==> config.mk <==
export PLATFORM = sky130hd
export DESIGN_NAME = three_wire_loader
export DESIGN_NICKNAME = d
export VERILOG_FILES = /design/src/rtl/loader_pkg.sv /design/src/rtl/loader_sync.sv /design/src/rtl/loader_ctrl.sv /design/src/rtl/loader_dp.sv /design/src/rtl/three_wire_loader.sv
export SDC_FILE = /design/constraint.sdc
export NUM_CORES = 1
export LEC_CHECK = 0
export BUFFER_PORTS_ARGS = -buffer_cell sky130_fd_sc_hd__buf_2
export CORE_UTILIZATION = 40
export DETAILED_ROUTE_END_ITERATION = 7
export PLACE_DENSITY_LB_ADDON = 0.12
export SYNTH_ARGS = -nofsm -noshare
export SYNTH_HDL_FRONTEND = slang
export SYNTH_HIERARCHICAL = 1
export SYNTH_SLANG_ARGS = --single-unit
==> constraint.sdc <==
create_clock -name clk -period 1.6 [get_ports clk]
set_input_delay 0.32 -clock clk [delete_from_list [all_inputs] [get_ports clk]]
set_output_delay 0.32 -clock clk [all_outputs]
set_load 0.05 [all_outputs]
==> src/rtl/loader_pkg.sv <==
package loader_pkg;

  // Strobes from the control section to the datapath, one cycle wide.
  typedef struct packed {
    logic shift;        // accept one serial bit
    logic loadSw;       // fifth rising clock: switch bits
    logic loadDivEarly; // 20th rising clock: divider bits of a long word
    logic loadDivShort; // enable fall after short word without top bit
    logic loadDivFull;  // enable fall after short word with top bit
    logic loadCtl;      // enable fall after long word
  } loadStrobes_t;

endpackage

==> src/rtl/loader_sync.sv <==
module loader_sync #(
  parameter int STAGES = 2
) (
  input  logic clk,
  input  logic rstN,
  input  logic ceIn,
  input  logic sclIn,
  input  logic sdaIn,
  output logic ceLvl,
  output logic sdaLvl,
  output logic sclRise,
  output logic sclFall,
  output logic ceFall
);

  localparam int CH = 3;

  logic [STAGES-1:0][CH-1:0] stg;
  logic                      cePrev;
  logic                      sclPrev;
  logic                      ceQ;
  logic                      sclQ;

  always_ff @(posedge clk or negedge rstN) begin
    if (!rstN) begin
      stg <= '0;
    end else begin
      stg[0] <= {ceIn, sclIn, sdaIn};
      for (int i = 1; i < STAGES; i++) begin
        stg[i] <= stg[i-1];
      end
    end
  end

  assign ceQ    = stg[STAGES-1][2];
  assign sclQ   = stg[STAGES-1][1];
  assign sdaLvl = stg[STAGES-1][0];

  always_ff @(posedge clk or negedge rstN) begin
    if (!rstN) begin
      cePrev  <= 1'b0;
      sclPrev <= 1'b0;
    end else begin
      cePrev  <= ceQ;
      sclPrev <= sclQ;
    end
  end

  assign ceLvl   = ceQ;
  assign sclRise = sclQ & ~sclPrev;
  assign sclFall = ~sclQ & sclPrev;
  assign ceFall  = ~ceQ & cePrev;

endmodule

==> src/rtl/loader_ctrl.sv <==
module loader_ctrl
  import loader_pkg::*;
#(
  parameter int SW_W  = 4,
  parameter int DIV_W = 15,
  parameter int CTL_W = 7,
  parameter int CNT_W = 5
) (
  input  logic               clk,
  input  logic               rstN,
  input  logic               ceLvl,
  input  logic               sclRise,
  input  logic               sclFall,
  input  logic               ceFall,
  output logic [CNT_W-1:0]   bitCnt,
  output loadStrobes_t       strb
);

  localparam int SHORT_LEN = SW_W + DIV_W - 1;
  localparam int MID_LEN   = SW_W + DIV_W;
  localparam int LONG_LEN  = MID_LEN + 1 + CTL_W;
  localparam logic [CNT_W-1:0] CNT_MAX = '1;

  always_ff @(posedge clk or negedge rstN) begin
    if (!rstN) begin
      bitCnt <= '0;
    end else if (!ceLvl) begin
      bitCnt <= '0;
    end else if (sclFall && bitCnt != CNT_MAX) begin
      bitCnt <= bitCnt + 1'b1;
    end
  end

  always_comb begin
    strb              = '0;
    strb.shift        = ceLvl & sclFall;
    strb.loadSw       = ceLvl & sclRise & (bitCnt == CNT_W'(SW_W));
    strb.loadDivEarly = ceLvl & sclRise & (bitCnt == CNT_W'(MID_LEN));
    strb.loadDivShort = ceFall & (bitCnt == CNT_W'(SHORT_LEN));
    strb.loadDivFull  = ceFall & (bitCnt == CNT_W'(MID_LEN));
    strb.loadCtl      = ceFall & (bitCnt == CNT_W'(LONG_LEN));
  end

endmodule

==> src/rtl/loader_dp.sv <==
module loader_dp
  import loader_pkg::*;
#(
  parameter int               SW_W    = 4,
  parameter int               DIV_W   = 15,
  parameter int               CTL_W   = 7,
  parameter logic [SW_W-1:0]  SW_RST  = '1,
  parameter logic [CTL_W-1:0] CTL_RST = 7'b1000000
) (
  input  logic               clk,
  input  logic               rstN,
  input  logic               sdaLvl,
  input  loadStrobes_t       strb,
  output logic [SW_W-1:0]    swReg,
  output logic [DIV_W-1:0]   divReg,
  output logic [CTL_W-1:0]   ctlReg
);

  localparam int MAX_A = (DIV_W > CTL_W) ? DIV_W : CTL_W;
  localparam int SR_W  = (MAX_A > SW_W) ? MAX_A : SW_W;

  logic [SR_W-1:0] sr;

  always_ff @(posedge clk or negedge rstN) begin
    if (!rstN) begin
      sr <= '0;
    end else if (strb.shift) begin
      sr <= {sr[SR_W-2:0], sdaLvl};
    end
  end

  always_ff @(posedge clk or negedge rstN) begin
    if (!rstN) begin
      swReg <= SW_RST;
    end else if (strb.loadSw) begin
      swReg <= sr[SW_W-1:0];
    end
  end

  always_ff @(posedge clk or negedge rstN) begin
    if (!rstN) begin
      divReg <= '0;
    end else if (strb.loadDivShort) begin
      divReg <= {1'b0, sr[DIV_W-2:0]};
    end else if (strb.loadDivFull || strb.loadDivEarly) begin
      divReg <= sr[DIV_W-1:0];
    end
  end

  always_ff @(posedge clk or negedge rstN) begin
    if (!rstN) begin
      ctlReg <= CTL_RST;
    end else if (strb.loadCtl) begin
      ctlReg <= sr[CTL_W-1:0];
    end
  end

endmodule

==> src/rtl/three_wire_loader.sv <==
module three_wire_loader
  import loader_pkg::*;
#(
  parameter int               SW_W        = 4,
  parameter int               DIV_W       = 15,
  parameter int               CTL_W       = 7,
  parameter int               SYNC_STAGES = 2,
  parameter logic [SW_W-1:0]  SW_RST      = '1,
  parameter logic [CTL_W-1:0] CTL_RST     = 7'b1000000
) (
  input  logic             clk,
  input  logic             rstN,
  input  logic             ceIn,
  input  logic             sclIn,
  input  logic             sdaIn,
  output logic [SW_W-1:0]  swReg,
  output logic [DIV_W-1:0] divReg,
  output logic [CTL_W-1:0] ctlReg
);

  localparam int LONG_LEN = SW_W + DIV_W + 1 + CTL_W;
  localparam int CNT_W    = $clog2(LONG_LEN + 2);

  logic             ceLvl;
  logic             sdaLvl;
  logic             sclRise;
  logic             sclFall;
  logic             ceFall;
  logic [CNT_W-1:0] bitCnt;
  loadStrobes_t     strb;

  loader_sync #(.STAGES(SYNC_STAGES)) u_sync (
    .clk(clk), .rstN(rstN), .ceIn(ceIn), .sclIn(sclIn), .sdaIn(sdaIn),
    .ceLvl(ceLvl), .sdaLvl(sdaLvl), .sclRise(sclRise), .sclFall(sclFall),
    .ceFall(ceFall)
  );

  loader_ctrl #(.SW_W(SW_W), .DIV_W(DIV_W), .CTL_W(CTL_W), .CNT_W(CNT_W)) u_ctrl (
    .clk(clk), .rstN(rstN), .ceLvl(ceLvl), .sclRise(sclRise),
    .sclFall(sclFall), .ceFall(ceFall), .bitCnt(bitCnt), .strb(strb)
  );

  loader_dp #(.SW_W(SW_W), .DIV_W(DIV_W), .CTL_W(CTL_W),
              .SW_RST(SW_RST), .CTL_RST(CTL_RST)) u_dp (
    .clk(clk), .rstN(rstN), .sdaLvl(sdaLvl), .strb(strb),
    .swReg(swReg), .divReg(divReg), .ctlReg(ctlReg)
  );

endmodule

# ---- Yosys cells after proc, flatten, opt, wreduce, memory -nomap -nowiden
# Cells that the tools add are included.
dict set report totals {
  register_bits 54
  input_bits 5
  output_inout_bits 26
  elab_cells 36
}
dict set report op_classes {
  add_sub_neg 1
  n_eq_ne 6
  mux 4
  bitwise_logic 13
  n_reduce_logical 3
}
# op n
set op_table {}
lappend op_table {{$mux 15} 2}
lappend op_table {{$eq 5x5->1 const B} 3}
lappend op_table {{$and 1x1->1} 10}
lappend op_table {{$mux 5} 2}
lappend op_table {{$add 5x1->5 const B} 1}
lappend op_table {{$eq 5x3->1 const B} 1}
lappend op_table {{$ne 5x5->1 const B} 1}
lappend op_table {{$not 1->1} 3}
lappend op_table {{$ne 2x1->1 const B} 1}
lappend op_table {{$reduce_bool 2->1} 1}
lappend op_table {{$logic_and 1x1->1} 1}
lappend op_table {{$logic_or 1x1->1} 1}

# ---- Logic depth before layout (Yosys ltp)
# Gate-level depths: netlist of the first run.
dict set report logic_depth {
  ltp_word 7
  mapped_depth 7
  mapped_depth_nobuf 6
}

# ---- By module
# Netlist of the first run, hierarchy kept.
# module n_inst cells_per_inst area_each_um2 seq_area_each_um2
set modules_own_cells {}
lappend modules_own_cells {loader_dp 1 89 1542.7 1032.2}
lappend modules_own_cells {loader_ctrl 1 39 367.9 125.1}
lappend modules_own_cells {loader_sync 1 11 221.5 200.2}

# ---- Least setup slack after synthesis of the first run
# No wires, ideal clock.
dict set report synth_timing {
  path_type {reg2reg}
  from {register u_sync.sclPrev}
  to {register u_dp.divReg[10]}
  setup_time_ns 0.125
  arrival_time_ns 1.628
  required_time_ns 1.475
  setup_slack_ns -0.153
  path_stages_with_launch 7
  path_buffers 1
  synth_period_minus_slack_ns 1.753
  cell_sequence {dfrtp_1 and2b_2 nand2_1 nor4_1 nor3_4 buf_6 mux2_2}
}
# element line
set synth_lines {}
lappend synth_lines {{start: declaration} loader_sync.sv:20} ;# logic sclPrev;
lappend synth_lines {{start signal: assignment} loader_sync.sv:45} ;# sclPrev <= sclQ;
lappend synth_lines {{end signal: assignment} loader_dp.sv:44} ;# divReg <= {1'b0, sr[DIV_W-2:0]};
lappend synth_lines {{end signal: assignment} loader_dp.sv:46} ;# divReg <= sr[DIV_W-1:0];
lappend synth_lines {{end: declaration} loader_dp.sv:15} ;# output logic [DIV_W-1:0] divReg,

==> results of run 1 <==
-- repair_timing --
item | in CTS | in global routing
buffers inserted | 6 | 1
gates cloned | 0 | 0
setup endpoints to repair | 24 | 28
pin swaps | 5 | 4
gates resized for setup | 11 | 13
endpoints found under the hold margin | 0 | 0
-- cells by family after synthesis --
group	share of synthesized area, %
buf+inv	1.88
mux	22.1
xor+xnor	0.822
simple gates	8.16
compound gates	1.06
fa+ha+maj	2.35
flops	63.7
-- registers in the layout (all words and copies together) (netlist names), 3 cells and up --
name / cells
u_dp/ctlReg: 7
u_dp/sr: 15
u_dp/swReg: 4
u_dp/divReg: 15
u_sync/stg: 3
u_ctrl/bitCnt: 5
-- routing by layer --
layer / vias up / track usage [%] / routed length [µm]
met5: - / 0 / 0
li1: 587 / - / -
met3: 5 / 4.15 / 113
met4: 0 / 6.29 / 62
met2: 19 / 24.1 / 1900
met1: 622 / 20.0 / 1780
-- final cells by class --
type | count | area share [%]
Sequential cell | 54 | 49.2
Multi-Input combinational cell | 78 | 30.9
Timing Repair Buffer | 52 | 13.2
Tap cell | 70 | 3.17
Clock buffer | 7 | 3.12
Inverter | 2 | 0.272
Clock inverter | 1 | 0.181
-- cell usage after synthesis --
| library cell | n |
|---|---|
| nand2_1 | 3 |
| clkbuf_1 | 1 |
| mux2_2 | 40 |
| nand3_1 | 3 |
| dfstp_2 | 5 |
| buf_2 | 2 |
| inv_1 | 2 |
| or3_1 | 1 |
| o21ai_0 | 2 |
| nor3_1 | 2 |
| and2b_2 | 1 |
| buf_4 | 1 |
| buf_6 | 1 |
| ha_1 | 4 |
| xnor2_1 | 2 |
| nand2b_4 | 1 |
| nor4_1 | 2 |
| nor2b_1 | 5 |
| or3b_2 | 1 |
| nand3b_1 | 1 |
| nor3_4 | 1 |
| and3_1 | 1 |
| a21oi_1 | 1 |
| mux2i_1 | 2 |
| nor3b_1 | 1 |
| dfrtp_1 | 49 |
| and2_1 | 3 |
| a21boi_1 | 1 |
-- power by group --
part	switching, mW	internal (mW)	total (mW)	leakage, nW
clock network	0.399	0.350	0.749	0.0482
registers	0.105	1.47	1.57	0.702
logic	0.0845	0.122	0.207	0.631
total	0.588	1.94	2.53	1.38
-- final timing paths --
| check | slack, ns | start | endpoint | cells after the start |
|---|---|---|---|---|
| min in group clk | 0.12 | sdaIn | u_sync/stg[0] | 1 |
| max in group asynchronous | 1.31 | rstN | u_dp/swReg[0] | 2 |
| worst min register to register | 0.35 | u_sync/stg[1] | u_sync/sclQ | 0 |
| worst max-delay path | -0.03 | u_ctrl/bitCnt[0] | u_dp/divReg[1] | 6 |
| worst max register to register | -0.03 | u_ctrl/bitCnt[0] | u_dp/divReg[1] | 6 |
| worst min-delay path | 0.00002 | rstN | u_dp/divReg[9] | 2 |
-- through the flow --
step / total power, mW / setup slack [ns] / setup TNS, ns / instance area (µm²) / cells
2_1_floorplan: 1.68 / -0.0179 / -0.277 / 2150 / 139
3_5_place_dp: 1.80 / -0.337 / -5.15 / 2500 / 249
5_1_grt: 2.66 / -0.0915 / -1.77 / 2760 / 264
6_report: 2.53 / -0.0295 / -0.244 / 2760 / 264
3_3_place_gp: 1.78 / -0.308 / -4.97 / 2500 / 249
4_1_cts: 2.56 / -0.0680 / -0.914 / 2700 / 263
-- worst max-delay path, delay by kind of cell (launching register included) --
| family | cells | cell delay [ns] |
|---|---|---|
| fa+ha+maj | 1 | 0.20 |
| buf+inv | 1 | 0.18 |
| flops | 1 | 0.44 |
| mux | 1 | 0.33 |
| simple gates | 3 | 0.38 |
==> results by group, run 1 <==
Cells and area
  – Final layout net count: between 200 and 250
  – Area Growth Syn to Fin: 29.6%
  – Multi-input gate area: 853 µm²
  – Commonest non-fill, non-tap cell in the layout: dfrtp_1
  – Register Area: 1360 µm²
  – Share of layout cells above drive strength 1: a little under two thirds
  – Fill cells: about 450
  – Ant diodes: 0
  – End-of-flow core utilization: between 50% and 60%
  – Most frequent cells in the layout: dfrtp_1, mux2_2, buf_2

Detailed routing
  – Pre-antenna DRT Iters: 2
  – Routed vias: between 1k and 1.5k
  – Vias per cell: approximately 4.7
  – Routed Antenna Nets: 0
  – Residual DRC: 0
  – Routed WL per cell: approximately 15 µm
  – WL final: approximately 3900 µm
  – 1st-iter DRT viols: 28

Die
  – Die Area: around 5600 µm²
  – Core area: 5110 µm²
  – Initial Util: 41.7%
  – Std-Cell Rows: 26
  – Die H: approximately 75 µm
  – Die W: between 70 and 80 µm
  – Io pins: 31

Worst hold path
  – HP Class: in -> async

Clock tree
  – Number of buffers created by CTS: 5
  – Hold buffers post-CTS: 0
  – TritonCTS clock tree: yes
  – Clk slew on worst S/H paths: roughly 0.090 ns
  – Clock buffer depth: 2
  – Clk sinks: 54
  – Clock tree root driver cell: clkbuf_8
  – Clk_lat worst skew: about 0.3 ns
  – H-tree depth: 2

Job
  – Max_cap viols: 0

Timing
  – Worst setup margin: -0.0295 ns
  – Final Hold Viols: 0
  – Final setup viols: 17
  – Slew HR: between 70% and 80%
  – Final Cycle Share: 102%
  – Max Transition Viols Final: 0
  – Worst Max-Slew Pin Slew: 0.310 ns
  – Final min period: around 1.6 ns
  – Unrepaired setup endpoints after global routing: true
  – Fmax: between 600 and 700 MHz
  – Hold WS: about 0.000023 ns
  – Final Skew: roughly 0.0054 ns

Critical path
  – Worst path slowest cell: dfrtp_1
  – Cells along the critical path: ha_4 > nand2_1 > nor4_4 > nor3_4 > buf_4 > mux2_2
  – Worst EP required: ~1.8 ns
  – Worst Setup End Kind: flip-flop
  – CP peak stage delay: between 0.4 and 0.5 ns
  – Peak fanout along the critical path: 4
  – Worst Setup Start Kind: flip-flop
  – Crit Path Category: reg -> reg
  – Critical path arrival: ~1.8 ns

Synthesis
  – Synth area leaders: dfrtp_1, mux2_2, dfstp_2, ha_1, nor2b_1
  – Syn_area_per_cell: 15.3 µm²
  – Syn Nets: approximately 150
  – Seq/Total Area, Yosys: roughly 64%
  – Distinct cell type count after synthesis: 28
  – Synthesized instance count: roughly 140
  – Yosys warnings: 6
  – Yosys top cell area share: between 50% and 60%
  – Yosys top cell by area: dfrtp_1
  – Number of synthesized register bits: 54
  – Post-Syn Area: around 2100 µm²

GRT
  – Global-route wire length before repair: approximately 6200 µm
  – GRT Total Usage: 15.3%
  – Overflow after GRT: 0
  – Vias in the first global route: around 1.3k
  – Largest net degree at the start of global routing: 55
  – Initial antenna violation count: 0

Status
  – Violated checks: negative setup slack
  – Status: complete, but fails checks

Power and ir drop
  – Pwr dens: a little over 900 nW/µm²
  – VDD IR-drop max: roughly 0.59 mV
  – P_leak: 1.38 nW

Placement
  – Gp weighted congestion: around 0.81
  – # port buffers: 30
  – Hpwl dp: 2520 µm
Power figures use the tool's default switching activity.
==> run 2: changes to the inputs <==
PLACE_DENSITY_LB_ADDON = not set   (was 0.12)
SLEW_MARGIN = 20   (was not set)
clock period = 2.05 ns   (was 1.6 ns; I/O delays follow)
==> run 2 against run 1 <==
  * Sequential share of layout area up 5.2 points
  * Highest routed layer unchanged
  * First-iteration DRC count rose by 25%
  * Largest power group unchanged
  * The flow now finishes without violations
  * Clock skew decreased by 0.0012 ns
  * Flip-flop and latch count stayed put
  * Die area unchanged
  * Critical path depth is 1 higher
  * Sequential power is 22% lower
==> results by group, run 2 (same netlist as run 1, synthesis figures left out) <==
Critical path
  – Peak fanout along the critical path: 14 (was 4)
  – CP top delay family: flip-flops (unchanged)
  – Critical Path End: u_dp/divReg[2] (was u_dp/divReg[1])
  – R2R Path End: u_dp/divReg[2] (was u_dp/divReg[1])
  – Crit path buffers/inverters: 2 (was 1)
  – Reg2reg start: u_ctrl/bitCnt[1] (was u_ctrl/bitCnt[0])
  – Crit Path Category: reg -> reg (unchanged)
  – Worst EP required: 2.23 ns (was 1.79 ns)
  – Worst path depth: 7 (was 6)
  – Reg2reg path depth: 7 (was 6)
  – Worst setup path start: u_ctrl/bitCnt[1] (was u_ctrl/bitCnt[0])
  – Worst path slowest cell: dfrtp_1 (unchanged)
  – Worst Setup Start Kind: flip-flop (unchanged)
  – Reg2reg setup slack: 0.24 ns (was -0.03 ns)
  – Worst Setup End Kind: flip-flop (unchanged)
  – Cells along the critical path: ha_1 > nand3_1 > nor3_1 > buf_4 > nor3_4 > buf_12 > mux2_2 (was ha_4 > nand2_1 > nor4_4 > nor3_4 > buf_4 > mux2_2)
  – CP peak stage delay: 0.43 ns (was 0.44 ns)
  – Critical path arrival: 1.99 ns (was 1.82 ns)

GRT
  – Initial antenna violation count: 0 (unchanged)
  – Largest net degree at the start of global routing: 28 (was 55)
  – GRT Total Usage: 14.2% (was 15.3%)
  – Overflow after GRT: 0 (unchanged)
  – Global-route wire length before repair: 5850 µm (was 6160 µm)
  – Vias in the first global route: 1283 (was 1281)

Clock tree
  – Clk slew on worst S/H paths: 0.08 ns (was 0.09 ns)
  – TritonCTS clock tree: yes (unchanged)
  – Clk sinks: 54 (unchanged)
  – Clock tree root driver cell: clkbuf_8 (unchanged)
  – Hold buffers post-CTS: 0 (unchanged)
  – Clock buffer depth: 2 (unchanged)
  – Clk_lat worst skew: 0.29 ns (was 0.30 ns)
  – Number of buffers created by CTS: 5 (unchanged)
  – Setup bufs post-CTS: 0 (was 6)
  – H-tree depth: 2 (unchanged)
  – Post-CTS resize count: 0 (was 11)

Timing
  – Hold WS: 0.102 ns (was 0.0000230 ns)
  – Final Hold Viols: 0 (unchanged)
  – Slew HR: 62.5% (was 79.2%)
  – Final Skew: 0.00417 ns (was 0.00538 ns)
  – Unrepaired setup endpoints after global routing: false (was true)
  – Final setup viols: 0 (was 17)
  – Final Cycle Share: 88.2% (was 102%)
  – Fmax: 553 MHz (was 614 MHz)
  – Max Transition Viols Final: 0 (unchanged)
  – Worst Max-Slew Pin Slew: 0.563 ns (was 0.310 ns)
  – Setup_tns: 0 ns (was -0.244 ns)
  – Final min period: 1.81 ns (was 1.63 ns)

Die
  – Core area: 5110 µm² (unchanged)
  – Die H: 75.0 µm (unchanged)
  – Initial Util: 41.7% (unchanged)
  – Die W: 75.0 µm (unchanged)
  – Std-Cell Rows: 26 (unchanged)
  – Die Area: 5630 µm² (unchanged)
  – Io pins: 31 (unchanged)

Power and ir drop
  – P_int: 1.47 mW (was 1.94 mW)
  – Pwr dens: 759 nW/µm² (was 915 nW/µm²)
  – Switch share: 22.6% (was 23.3%)
  – Clock power frac: 28.5% (was 29.6%)
  – P_leak: 1.29 nW (was 1.38 nW)
  – Combinational share of power: 6.8% (was 8.2%)
  – VDD IR-drop max: 0.359 mV (was 0.586 mV)
  – Flop pwr share: 64.6% (was 62.2%)
  – Sw Pwr: 0.427 mW (was 0.588 mW)

Placement
  – Gp weighted congestion: 0.840 (was 0.810)
  – Hpwl dp: 2480 µm (was 2520 µm)
  – # port buffers: 30 (unchanged)

Cells and area
  – Commonest non-fill, non-tap cell in the layout: dfrtp_1 (unchanged)
  – Ant diodes: 0 (unchanged)
  – Largest registers: u_dp/divReg x15, u_dp/sr x15, u_dp/ctlReg x7 (unchanged)
  – Share of layout cells above drive strength 1: 51.4% (was 63.9%)
  – End-of-flow core utilization: 48.9% (was 54.1%)
  – Final layout net count: 189 (was 202)
  – Most frequent cells in the layout: dfrtp_1, mux2_2, buf_2 (unchanged)
  – Area Growth Syn to Fin: 17.1% (was 29.6%)

Worst hold path
  – HP Class: in -> async (unchanged)

Status
  – Status: complete, no violations (was complete, but fails checks)

Detailed routing
  – Routed vias: 1194 (was 1233)
  – Routed Antenna Nets: 0 (unchanged)
  – Routed WL per cell: 13.7 µm (was 14.6 µm)
  – 1st-iter DRT viols: 35 (was 28)
  – Residual DRC: 0 (unchanged)
  – WL final: 3430 µm (was 3860 µm)
  – Pre-antenna DRT Iters: 4 (was 2)
  – Vias per cell: 4.76 (was 4.67)

Job
  – Max_cap viols: 0 (unchanged)
[run 2: cell count changes in the layout (fill, tap and decap cells not counted), sizes merged]
cell    change
clkbuf      +1
clkinv      -1
buf        -13
[run 2: layout make-up]
cell class | instances | area (µm²)
clock buffer | 8 | 80.1
multi-input combinational | 78 | 734
inverter | 2 | 7.51
timing repair buffer | 39 | 230
sequential | 54 | 1360
tap | 70 | 87.6
fill | 448 | 2610
[run 2: metrics by stage]
stage / setup WS [ns] / instance area [µm²] / power, mW / instances
floorplan: 0.297 / 2130 / 1.31 / 139
global placement: 0.318 / 2420 / 1.37 / 243
detailed placement: 0.256 / 2420 / 1.38 / 243
CTS: 0.241 / 2500 / 1.94 / 251
global route: 0.149 / 2500 / 2.00 / 251
finish: 0.242 / 2500 / 1.89 / 251
[run 2: layer usage]
| layer | share of wire [%] | vias to the layer above | routed length, µm | track usage (%) |
|---|---|---|---|---|
| met1 | 45 | 597 | 1540 | 17.4 |
| met4 | 1.9 | 0 | 66 | 6.08 |
| met2 | 49 | 27 | 1680 | 23.6 |
| met3 | 4.2 | 7 | 144 | 3.88 |
| li1 | - | 563 | - | - |
| met5 | 0 | - | 0 | 0 |
[run 2: how the worst min path moves through the flow]
stage / startpoint / endpoint / slack (ns) / depth (start not counted)
5_1_grt: rstN / u_dp/divReg[4] / 0.15 / 1
6_report: rstN / u_ctrl/bitCnt[2] / 0.10 / 1
4_1_cts: rstN / u_dp/sr[0] / 0.11 / 1
2_1_floorplan: rstN / u_ctrl/bitCnt[0] / 0.11 / 0
3_3_place_gp: u_sync/stg[1] / u_sync/sclQ / 0.33 / 0
3_5_place_dp: u_sync/stg[0] / u_sync/sdaLvl / 0.34 / 0
[run 2: power groups by stage]
stage / Sequential [mW] / Combinational [mW] / Clock [mW]
after floorplan: 1.22 / 0.0915 / 0
after global placement: 1.24 / 0.128 / 0
after detailed placement: 1.25 / 0.132 / 0
after CTS: 1.23 / 0.133 / 0.575
after global routing: 1.24 / 0.147 / 0.610
final: 1.22 / 0.130 / 0.540
[run 2: worst register-to-register path: stages, from the launching register on]
cell and delay, ns:
dfrtp_1 0.43, ha_1 0.24, nand3_1 0.11, nor3_1 0.06, buf_4 0.16, nor3_4 0.19, buf_12 0.17, mux2_2 0.34
==> run 3: changes to the inputs <==
ABC_CLOCK_PERIOD_IN_PS = 1650   (was not set)
clock period = 1.65 ns   (was 2.05 ns; I/O delays follow)
==> run 3 against run 2 <==
  * The flow now finishes with violations (negative setup slack)
  * Global-route usage grew 1.3 points
  * Flip-flop and latch count is the same
  * Clock skew grew 0.0011 ns
  * First-iteration DRC count grew 63%
  * Critical path type unchanged
  * Largest power group unchanged
  * Highest routed layer unchanged
==> results by group, run 3 (same netlist as run 1, synthesis figures left out) <==
GRT
  – GR Util met2: 24.6% (was 23.6%)
  – GRT busiest layer: met2 (unchanged)
  – Overflow after GRT: 0 (unchanged)
  – Global-route wire length before repair: 6310 µm (was 5850 µm)
  – GR Util met3: 4.42% (was 3.88%)
  – Vias in the first global route: 1305 (was 1283)
  – Initial antenna violation count: 0 (unchanged)
  – Largest net degree at the start of global routing: 29 (was 28)
  – Grt met1 use: 21.0% (was 17.4%)
  – GRT Total Usage: 15.5% (was 14.2%)

Cells and area
  – Cell area after layout: 2810 µm² (was 2500 µm²)
  – Largest registers: u_dp/divReg x15, u_dp/sr x15, u_dp/ctlReg x7 (unchanged)
  – Area Growth Syn to Fin: 31.8% (was 17.1%)
  – Commonest non-fill, non-tap cell in the layout: dfrtp_1 (unchanged)
  – Final layout net count: 197 (was 189)
  – Share of layout cells above drive strength 1: 65.6% (was 51.4%)
  – End-of-flow core utilization: 55.0% (was 48.9%)
  – Most frequent cells in the layout: dfrtp_1, buf_2, mux2_2 (was dfrtp_1, mux2_2, buf_2)
  – Ant diodes: 0 (unchanged)

Detailed routing
  – Routed Antenna Nets: 0 (unchanged)
  – Pre-antenna DRT Iters: 4 (unchanged)
  – Residual DRC: 0 (unchanged)
  – 1st-iter DRT viols: 57 (was 35)
  – Vias per cell: 4.95 (was 4.76)
  – Routed WL per cell: 15.1 µm (was 13.7 µm)
  – Routed vias: 1283 (was 1194)
  – WL final: 3900 µm (was 3430 µm)

Clock tree
  – Number of buffers created by CTS: 5 (unchanged)
  – Clk sinks: 54 (unchanged)
  – TritonCTS clock tree: yes (unchanged)
  – Clock buffer depth: 2 (unchanged)
  – Clk slew on worst S/H paths: 0.09 ns (was 0.08 ns)
  – Clk_lat worst skew: 0.30 ns (was 0.29 ns)
  – H-tree depth: 2 (unchanged)
  – Clock tree root driver cell: clkbuf_8 (unchanged)

Die
  – Die Area: 5630 µm² (unchanged)
  – Core area: 5110 µm² (unchanged)
  – Std-Cell Rows: 26 (unchanged)
  – Die W: 75.0 µm (unchanged)
  – Die H: 75.0 µm (unchanged)
  – Initial Util: 41.7% (unchanged)
  – Io pins: 31 (unchanged)

Status
  – Status: complete, but fails checks (was complete, no violations)
  – Violated checks: negative setup slack

Timing
  – Unrepaired setup endpoints after global routing: true (was false)
  – Final Cycle Share: 103% (was 88.2%)
  – Final setup viols: 15 (was 0)
  – Final Hold Viols: 0 (unchanged)
  – Worst Max-Slew Pin Slew: 0.361 ns (was 0.563 ns)
  – Max Transition Viols Final: 0 (unchanged)
  – Final min period: 1.71 ns (was 1.81 ns)
  – Slew HR: 75.9% (was 62.5%)
  – Fmax: 586 MHz (was 553 MHz)
  – Final Skew: 0.00527 ns (was 0.00417 ns)
  – Worst setup margin: -0.0562 ns (was 0.242 ns)

Job
  – Max_cap viols: 0 (unchanged)

Critical path
  – Worst Setup End Kind: flip-flop (unchanged)
  – Crit Path Category: reg -> reg (unchanged)
  – Peak fanout along the critical path: 7 (was 14)
  – Worst EP required: 1.84 ns (was 2.23 ns)
  – Worst Setup Start Kind: flip-flop (unchanged)
  – Critical path arrival: 1.90 ns (was 1.99 ns)

Power and ir drop
  – VDD IR-drop max: 0.564 mV (was 0.359 mV)
  – Pwr dens: 919 nW/µm² (was 759 nW/µm²)
  – P_leak: 1.42 nW (was 1.29 nW)

Placement
  – Placed Area: 2510 µm² (was 2420 µm²)
  – Hpwl dp: 2580 µm (was 2480 µm)
  – # port buffers: 30 (unchanged)
  – Gp weighted congestion: 0.750 (was 0.840)
  – Pre-CTS setup slack: -0.0770 ns (was 0.256 ns)

Worst hold path
  – HP Class: in -> reg (was in -> async)
[run 3: cell types whose count changed in the layout (fill, tap and decap cells not counted), moves of 3 or more]
cell | before | now
buf_4 | 8 | 12
mux2_2 | 40 | 25
clkbuf_1 | 3 | 0
dfrtp_2 | 0 | 4
mux2_4 | 0 | 15
ha_1 | 4 | 0
dfrtp_1 | 49 | 45
[run 3: final cells by class]
cell class,count,area (µm²)
Clock buffer,5,68.8
Clock inverter,3,40.0
Fill cell,440,2300
Inverter,2,7.51
Multi-Input combinational cell,78,908
Sequential cell,54,1360
Tap cell,70,87.6
Timing Repair Buffer,47,335
[run 3: stage by stage]
stage	instances	TNS, ns	total power [mW]	hold WS, ns
finish	259	-0.445	2.58	0.131
global route	259	-1.52	2.71	0.106
CTS	259	-1.09	2.61	0.123
detailed placement	251	-1.03	1.74	0.245
global placement	251	-0.610	1.72	0.240
floorplan	139	0	1.63	0.0344
[run 3: worst paths after layout]
path                                       start          endpoint  cells past startpoint  slack [ns]
worst max-delay path            u_ctrl/bitCnt[1]    u_dp/divReg[3]                      6       -0.06
worst min-delay path                       sclIn     u_sync/stg[1]                      1        0.13
worst max register to register  u_ctrl/bitCnt[1]    u_dp/divReg[3]                      6       -0.06
worst min register to register     u_sync/stg[0]     u_sync/sdaLvl                      0        0.36
max in group asynchronous                   rstN     u_dp/swReg[3]                      3        0.63
min in group asynchronous                   rstN  u_ctrl/bitCnt[0]                      2        0.44
[run 3: repair_timing]
| action | CTS | global route |
|---|---|---|
| setup endpoints to repair | 19 | 30 |
| hold buffers | 1 | 0 |
| hold endpoints to repair | 11 | 0 |
| gates resized for setup | 14 | 30 |
| pin swaps | 2 | 3 |
| cloned | 1 | 0 |
| buffers inserted | 1 | 0 |
[run 3: power by group]
| group | internal, mW | switching [mW] | leakage (nW) | total, mW |
|---|---|---|---|---|
| Clock | 0.447 | 0.408 | 0.0579 | 0.855 |
| Combinational | 0.119 | 0.0781 | 0.661 | 0.197 |
| Sequential | 1.43 | 0.106 | 0.699 | 1.53 |
| Total | 1.99 | 0.592 | 1.42 | 2.58 |
[run 3: worst max-delay path, cell delays in order, from the launching register on]
cell and delay, ns:
dfrtp_2 0.45, ha_4 0.20, nand2_4 0.07, nor4_4 0.05, nor3_4 0.30, clkbuf_16 0.22, mux2_4 0.30
[run 3: per-layer routing]
layer	vias up	routed length, µm
met2	26	1890
met1	674	1810
met4	0	29
met3	4	164
li1	579	-
met5	-	0
